<file path="src/rtl/vsd_pkg.sv">
package vsd_pkg;
  typedef enum logic [1:0] {
    PH_WAIT_H = 2'd0,
    PH_ARMED  = 2'd1,
    PH_FIRED  = 2'd2
  } vsd_phase_e;
endpackage

</file>
<file path="src/rtl/vsd_sync_in.sv">
module vsd_sync_in #(
  parameter int STAGES = 2
) (
  input  logic clk,
  input  logic rst_n,
  input  logic sync_n_i,
  output logic lvl_o,
  output logic rise_o
);
  logic [STAGES-1:0] sh_q;
  logic              prev_q;

  for (genvar i = 0; i < STAGES; i++) begin : g_stage
    logic src;
    if (i == 0) begin : g_first
      assign src = sync_n_i;
    end else begin : g_next
      assign src = sh_q[i-1];
    end
    always_ff @(posedge clk or negedge rst_n) begin
      if (!rst_n) sh_q[i] <= 1'b1;
      else        sh_q[i] <= src;
    end
  end

  always_ff @(posedge clk or negedge rst_n) begin
    if (!rst_n) prev_q <= 1'b1;
    else        prev_q <= sh_q[STAGES-1];
  end

  assign lvl_o  = sh_q[STAGES-1];
  assign rise_o = sh_q[STAGES-1] & ~prev_q;
endmodule

</file>
<file path="src/rtl/vsd_low_meter.sv">
module vsd_low_meter #(
  parameter int CNT_W       = 12,
  parameter int BROAD_MIN   = 800,
  parameter int DEFAULT_DLY = 3100
) (
  input  logic clk,
  input  logic rst_n,
  input  logic lvl_i,
  input  logic rise_i,
  output logic narrow_end_o,
  output logic broad_end_o,
  output logic timeout_o
);
  localparam logic [CNT_W-1:0] BROAD_C = CNT_W'(BROAD_MIN);
  localparam logic [CNT_W-1:0] DLY_C   = CNT_W'(DEFAULT_DLY);

  logic [CNT_W-1:0] low_q, low_d;
  logic             cnt_en;

  assign cnt_en = ~lvl_i && (low_q != '1);

  always_comb begin
    low_d = low_q;
    if (lvl_i)       low_d = '0;
    else if (cnt_en) low_d = low_q + 1'b1;
  end

  always_ff @(posedge clk or negedge rst_n) begin
    if (!rst_n) low_q <= '0;
    else        low_q <= low_d;
  end

  assign narrow_end_o = rise_i && (low_q <= BROAD_C);
  assign broad_end_o  = rise_i && (low_q >  BROAD_C);
  assign timeout_o    = ~lvl_i && (low_q == DLY_C);

  // the timeout is a single-cycle event for each long low
  a_r4_timeout_single: assert property (@(posedge clk) disable iff (!rst_n)
    timeout_o |=> !timeout_o);
  // a timeout only happens while the line has been low on the previous cycle too
  a_r4_timeout_low: assert property (@(posedge clk) disable iff (!rst_n)
    timeout_o |-> $past(!lvl_i));
endmodule

</file>
<file path="src/rtl/vsd_phase_ctrl.sv">
module vsd_phase_ctrl
  import vsd_pkg::*;
(
  input  logic clk,
  input  logic rst_n,
  input  logic narrow_end_i,
  input  logic broad_end_i,
  input  logic timeout_i,
  input  logic busy_i,
  output logic fire_o
);
  vsd_phase_e st_q, st_d;

  always_comb begin
    st_d = st_q;
    unique case (st_q)
      PH_WAIT_H: if (narrow_end_i)              st_d = PH_ARMED;
      PH_ARMED:  if (broad_end_i || timeout_i)  st_d = PH_FIRED;
      PH_FIRED:  if (!busy_i)                   st_d = PH_WAIT_H;
      default:                                  st_d = PH_WAIT_H;
    endcase
  end

  always_ff @(posedge clk or negedge rst_n) begin
    if (!rst_n) st_q <= PH_WAIT_H;
    else        st_q <= st_d;
  end

  assign fire_o = (st_q == PH_ARMED) && (broad_end_i || timeout_i);

  // the detector can never jump from waiting straight to firing
  a_r7_no_skip_arm: assert property (@(posedge clk) disable iff (!rst_n)
    (st_q == PH_WAIT_H) |=> (st_q != PH_FIRED));
  // once fired, the one-shot is running on the next cycle
  a_r6_fired_busy: assert property (@(posedge clk) disable iff (!rst_n)
    fire_o |=> busy_i);
endmodule

</file>
<file path="src/rtl/vsd_oneshot.sv">
module vsd_oneshot #(
  parameter int VS_WIDTH = 11500
) (
  input  logic clk,
  input  logic rst_n,
  input  logic load_i,
  output logic busy_o,
  output logic vs_n_o
);
  localparam int W_W = $clog2(VS_WIDTH + 1);
  localparam logic [W_W-1:0] WIDTH_C = W_W'(VS_WIDTH);

  logic [W_W-1:0] cnt_q, cnt_d;
  logic           dec_en;

  assign dec_en = (cnt_q != '0);

  always_comb begin
    cnt_d = cnt_q;
    if (load_i)      cnt_d = WIDTH_C;
    else if (dec_en) cnt_d = cnt_q - 1'b1;
  end

  always_ff @(posedge clk or negedge rst_n) begin
    if (!rst_n) cnt_q <= '0;
    else        cnt_q <= cnt_d;
  end

  assign busy_o = dec_en;
  assign vs_n_o = ~dec_en;

  // a running pulse counts down by exactly one each cycle
  a_r5_countdown: assert property (@(posedge clk) disable iff (!rst_n)
    (busy_o && !load_i) |=> (cnt_q == $past(cnt_q) - 1'b1));
endmodule

</file>
<file path="src/rtl/vsync_detector.sv">
module vsync_detector #(
  parameter int BROAD_MIN   = 800,
  parameter int DEFAULT_DLY = 3100,
  parameter int VS_WIDTH    = 11500,
  parameter int SYNC_STAGES = 2
) (
  input  logic clk,
  input  logic rst_n,
  input  logic sync_n,
  output logic vsync_n
);
  localparam int MAX_LOW = (DEFAULT_DLY > BROAD_MIN) ? DEFAULT_DLY : BROAD_MIN;
  localparam int CNT_W   = $clog2(MAX_LOW + 2);

  logic lvl, rise, narrow_end, broad_end, timeout, busy, fire;

  vsd_sync_in #(.STAGES(SYNC_STAGES)) u_sync (
    .clk(clk), .rst_n(rst_n), .sync_n_i(sync_n), .lvl_o(lvl), .rise_o(rise)
  );

  vsd_low_meter #(.CNT_W(CNT_W), .BROAD_MIN(BROAD_MIN), .DEFAULT_DLY(DEFAULT_DLY)) u_meter (
    .clk(clk), .rst_n(rst_n), .lvl_i(lvl), .rise_i(rise),
    .narrow_end_o(narrow_end), .broad_end_o(broad_end), .timeout_o(timeout)
  );

  vsd_phase_ctrl u_phase (
    .clk(clk), .rst_n(rst_n), .narrow_end_i(narrow_end), .broad_end_i(broad_end),
    .timeout_i(timeout), .busy_i(busy), .fire_o(fire)
  );

  vsd_oneshot #(.VS_WIDTH(VS_WIDTH)) u_shot (
    .clk(clk), .rst_n(rst_n), .load_i(fire), .busy_o(busy), .vs_n_o(vsync_n)
  );

  // no trigger is issued while a pulse is still running
  a_r6_no_retrigger: assert property (@(posedge clk) disable iff (!rst_n)
    busy |-> !fire);
  // a trigger pulls the output low on the next cycle
  a_r3_fire_drops: assert property (@(posedge clk) disable iff (!rst_n)
    fire |=> !vsync_n);
endmodule

</file>
<file path="config.mk">
export PLATFORM = sky130hd
export DESIGN_NAME = vsync_detector
export DESIGN_NICKNAME = d
export VERILOG_FILES = /design/src/rtl/vsd_pkg.sv /design/src/rtl/vsd_sync_in.sv /design/src/rtl/vsd_low_meter.sv /design/src/rtl/vsd_phase_ctrl.sv /design/src/rtl/vsd_oneshot.sv /design/src/rtl/vsync_detector.sv
export SDC_FILE = /design/constraint.sdc
export NUM_CORES = 1
export LEC_CHECK = 0
export BUFFER_PORTS_ARGS = -buffer_cell sky130_fd_sc_hd__buf_2
export CELL_PAD_IN_SITES_DETAIL_PLACEMENT = 1
export CELL_PAD_IN_SITES_GLOBAL_PLACEMENT = 1
export CORE_UTILIZATION = 42
export DETAILED_ROUTE_END_ITERATION = 10
export HOLD_SLACK_MARGIN = 0.08
export PLACE_DENSITY_LB_ADDON = 0.05
export RECOVER_POWER = 25
export SLEW_MARGIN = 20
export SYNTH_ARGS = -nofsm -noshare
export SYNTH_HDL_FRONTEND = slang
export SYNTH_SLANG_ARGS = --single-unit
</file>
<file path="constraint.sdc">
create_clock -name clk -period 2.9 [get_ports clk]
set_clock_uncertainty 0.15 [all_clocks]
set_input_delay 0.145 -clock clk [delete_from_list [all_inputs] [get_ports clk]]
set_output_delay 0.145 -clock clk [all_outputs]
set_load 0.03 [all_outputs]
</file>
== Word-level counts from Yosys, hierarchy flattened ==
Cells that the tools add are included.
Cells by class
  reductions and logical operators: 11
  bitwise gates (word level): 4
  mux-type cells: 8
  add/subtract/negate cells: 2
  eq/ne operators: 7
  magnitude comparators: 2
Operators with widths (count)
  2-to-1 mux 14 bit: 2
  2-to-1 mux 12 bit: 2
  nonzero test 14 bit: 1
  subtractor 14 x 1 -> 14 bit (second input constant): 1
  adder 12 x 1 -> 12 bit (second input constant): 1
  == test 12 bit (second input constant): 1
  > comparator 12 x 10 -> 1 bit (second input constant): 1
  <= comparator 12 x 10 -> 1 bit (second input constant): 1
  inequality test 12 bit (second input constant): 1
  2-to-1 mux 2 bit: 3
  inequality test 2 bit (second input constant): 3
  case mux 2 bit (3 select lines): 1
  logical AND 1 bit: 5
  nonzero test 2 bit: 2
  NOT 1 bit: 3
  AND reduction 3 bit: 1
  == test 2 x 1 -> 1 bit (second input constant): 1
  == test 2 bit (second input constant): 1
  zero test 2 bit: 1
  bitwise AND 1 bit: 1
  logical OR 1 bit: 1
Word-level totals
  bits in registers: 31
  logic and storage cells: 40

== Logic depth before layout (Yosys ltp) ==
  depth in word-level cells: 6
  gate-level depth with buffers: 7
  mapped depth without buffers: 6

== Hierarchy ==
From an unflattened synthesis, not the netlist that was laid out.
Second synthesis, totals
  cells, all modules: 176
  area total of the unflattened synthesis: 1719.1 sq um
Modules (own cells, without submodules)
  vsd_oneshot: seq. area each 350.3 sq um, cells an instance 83, area an instance 797.0 sq um, times used 1
  vsd_low_meter: seq. area each 300.3 sq um, cells an instance 80, area an instance 739.5 sq um, times used 1
  vsd_sync_in: seq. area each 78.8 sq um, cells an instance 4, area an instance 92.6 sq um, times used 1
  vsd_phase_ctrl: seq. area each 50.0 sq um, cells an instance 9, area an instance 90.1 sq um, times used 1

== Worst setup path after synthesis ==
Ideal clock, no wire load.
  path kind: flip-flop to flip-flop
  start point: reg u_shot.cnt_q[4]
  end point: reg u_shot.cnt_q[9]
  clock period less this slack: 1995 ps
  buffers on the path: 1
  library setup time: 119 ps
  data required time: 2631 ps
  stages on the path, launching flop included: 6
  path slack: 905 ps
  arrival: 1726 ps
  path through: dfrtp_1 or4_1 buf_2 nor3_1 mux2_2 and2_1
Between the ends
  cells in the longest elaborated chain, start to end: 3
  elaborated cells between the ends (all ways): 5
  classes of those cells: 1 x add/sub; 2 x mux; 2 x reduce/logical
Ends and longest elaborated chain
  start, declared: RTL line vsd_oneshot.sv:13  | logic [W_W-1:0] cnt_q, cnt_d;
  start signal, assigned: RTL line vsd_oneshot.sv:26  | else cnt_q <= cnt_d;
  subtractor 14 x 1 -> 14 bit: RTL line vsd_oneshot.sv:21  | else if (dec_en) cnt_d = cnt_q - 1'b1;
  2-to-1 mux 14 bit: RTL line vsd_oneshot.sv:21
  2-to-1 mux 14 bit: RTL line vsd_oneshot.sv:20  | if (load_i) cnt_d = WIDTH_C;
Several ways; a longest one is shown, not always the timed one. The select of a mux whose other input is x is not followed.
A chain may end at the register's enable or synchronous reset.

== Worst setup path in the final report ==
  start point: reg u_sync.sh_q[1], in the netlist u_sync.lvl_o
  end point: reg u_shot.cnt_q[2]
Between the ends
  cells in the longest elaborated chain, start to end: 5
  elaborated cells between the ends (all ways): 8
  classes of those cells: 1 x mux; 2 x bitwise; 5 x reduce/logical
Ends and longest elaborated chain
  start, declared: RTL line vsd_sync_in.sv:10  | logic [STAGES-1:0] sh_q;
  start signal, assigned by index: RTL line vsd_sync_in.sv:22  | else sh_q[i] <= src;
  bitwise AND 1 bit / NOT 1 bit (equally long branches): RTL line vsd_sync_in.sv:32, vsd_low_meter.sv:35
  logical AND 1 bit (on tied branches): RTL line vsd_low_meter.sv:34, vsd_low_meter.sv:35
  logical OR 1 bit (*): RTL line vsd_phase_ctrl.sv:29  | assign fire_o = (st_q == PH_ARMED) && (broad_end_i || timeout_i);
  logical AND 1 bit (*): RTL line vsd_phase_ctrl.sv:29
  2-to-1 mux 14 bit / nonzero test 2 bit (equally long branches)
Mark *: on every way between the ends. The rest lies on a longest branch, timed or not.

==> impl_metrics.toml <==
[pwr]
ir_drop_uv = 281
power_switching_share_pct = 20.1
pwr-share-clk_pct = 47.8
seq_power_share_pct = 49.3
p_leak_uw = 0.000857
power.density_nw_per_um2 = 476
combPwrFrac_pct = 2.9
p_int_uw = 727
power_switching_uw = 182

[routing]
ant_nets = 0
dr.pass1.iters = 4
wire_per_inst_um = 16.8
vias = 1366
viasPerCell = 5.91
drc = 0
drt_iter0_markers = 94
totalWireLength_mm = 3.88

[logic_synthesis]
ys_types = 40
synth.largest_area_cell = "dfrtp_1"
ys_ff_latch = 31
yosysWarnings = 0
synth_nets = 178
synth-seq-area-share_pct = 45.9
syn_area_per_cell_um2 = 9.93
synthCells = 171
netlist_top_cells_area = "dfrtp_1 41%, dfstp_2 4.6%, nor2_1 3.8%"
synth_top_area_share_pct = 41.3
synth_edf_count = 0
syn_area_um2 = 1700
async_reset_ff_share_pct = 100
yosys_most_used_dff = "dfrtp_1"

[status]
violations = "max-capacitance violations, max-slew violations"
status = "complete, but fails checks"

[timing]
fin_crit_sh_pct = 87.8
fin_crit_ps = 2550
tns_ps = 0
slew_viol_final = 32
tightest_slew_ps = 1640
rsz0062_at_grt = "false"
slew_headroom_pct = -9.34
fmax_mhz = 393
finalHoldViolCount = 0
setup_viol_count_final = 0

[setup_path]
path_max_fanout = 17
arrival_ps = 2490
endpoint_kind = "flip-flop"
crit_start = "u_sync.lvl_o"
worst-setup-path-type = "reg -> reg"
critical_path_required_ps = 2850
reg2reg_from = "u_sync.lvl_o"
crit_path_start_kind = "flip-flop"

[flow_run]
cap_violations = 1

[clocking]
cts-root-buf = "clkbuf_8"
clkLatencyLatePin_ps = 280
cts_made_buffers = 5
h-tree-depth = 2
cts_sinks = 31
path_clk_slew_ps = 60
cts_max_path_buffers = 2
cts_tree = "yes"

[global_routing]
grt_pass1_wl_mm = 6.83
antenna_found_initial = 0
grt_pass1_vias = 1415
grt_overflow = 0
grt_start_max_net_pins = 32
grt_usage_pct = 21.5

[place]
dp_hpwl_mm = 2.77
place_congestion = 0.794
portBuffers = 3
place_area_um2 = 1770

[finish]
areaGrowthSynthToFinish_pct = 12.5
fillers = 421
final_cell_mix = "28 x dfrtp_1, 17 x nor2_1, 8 x nor3_1, 8 x nand3_1, 8 x nand2_1"
fin_area_um2 = 1910
n_antenna_cell = 0
drive_gt1_share_pct = 13.1
layout_commonest_cell = "dfrtp_1"
layout.nets = 189

[floorplanning]
core-area_um2 = 3770
die_w_um = 65.6
die_h_um = 65.6
io-pin-count = 4
dieArea_um2 = 4300
initial_core_util_pct = 45.0
rows = 22

[min_path]
hold_class = "reg -> reg"
min_from = "u_sync.g_stage[1].src"
[final timing paths]
kind | endpoint | slack, ps | cells past startpoint
setup / recovery | u_shot.cnt_q[2] | 350 | 4
min in group asynchronous | u_shot.cnt_q[7] | 660 | 2
hold reg to reg | u_sync.lvl_o | 210 | 0
max in group asynchronous | u_meter.low_q[0] | 980 | 2
hold / removal | u_sync.lvl_o | 210 | 0
setup reg to reg | u_shot.cnt_q[2] | 350 | 4
[cells in the mapped netlist, drive strengths merged (4+ instances only)]
library cell / instances
a21oi: 5
and2: 5
dfrtp: 28
ha: 4
inv: 7
mux2i: 4
nand2: 8
nand3: 8
nand4: 4
nor2: 17
nor3: 8
nor3b: 4
nor4: 6
o211ai: 5
o21ai: 4
o31ai: 6
or4: 5
xnor2: 6
[through the flow]
stage | std cells | hold slack (ps) | total power, uW | setup slack, ps | util (%)
after CTS | 231 | 211 | 924 | 406 | 50.7
final | 231 | 215 | 909 | 354 | 50.7
after global placement | 221 | 81.0 | 481 | 551 | 47.0
after global routing | 231 | 222 | 944 | 136 | 50.7
after floorplan | 171 | -301 | 466 | 905 | -
after detailed placement | 221 | 87.0 | 482 | 414 | 47.0
[area by class of cell]
class | instances | area (um^2) | share of cell area [%]
clock inverters | 2 | 35.0 | 1.83
clock buffers | 6 | 82.6 | 4.32
flip-flops and latches | 31 | 779 | 40.8
well taps | 48 | 60.1 | 3.14
multi-input cells | 130 | 878 | 46.0
inverters | 7 | 26.3 | 1.38
repair buffers | 7 | 48.8 | 2.55
[logic make-up after synthesis]
kind of cell	Yosys count	synth area share [%]
compound gates	29	13.6
simple gates	83	27.4
flops	31	45.9
buf+inv	10	2.36
fa+ha+maj	4	2.95
xor+xnor	8	4.13
mux	6	3.68
[what timing repair did]
item,4_1_cts,5_1_grt
gates resized for setup,0,0
hold buffers,2,0
setup buffers,0,0
hold endpoints to repair,29,0
[power by group through the flow]
stage / Clock (uW) / Combinational, uW / Sequential (uW)
3_5_place_dp: 0 / 25.5 / 457
4_1_cts: 448 / 27.7 / 449
5_1_grt: 463 / 31.2 / 450
3_3_place_gp: 0 / 24.8 / 456
6_report: 435 / 26.0 / 448
2_1_floorplan: 0 / 13.9 / 452
[worst max-delay path, cell delays in order, from the launching register on]
cell and delay [ps]:
dfstp_1 890, nor2_1 110, and4_1 230, o311ai_2 800
o211ai_1 190
[state kept, by name, summed over array words and instances, names as in the netlist]
register            flops
u_phase.st_q            2
u_sync.lvl_o            1
u_sync.g_stage.src      1
u_meter.low_q          12
u_shot.cnt_q           14
u_sync.prev_q           1
[metal layers]
layer / global-route usage [%] / part of all wire, % / wire length, um / vias up
li1: - / - / - / 658
met2: 32.5 / 46 / 1800 / 13
met3: 4.17 / 2.1 / 82 / 5
met1: 29.8 / 50 / 1950 / 690
met5: 0 / 0 / 0 / -
met4: 8.97 / 1.3 / 51 / 0
Power figures use the tool's default switching activity.
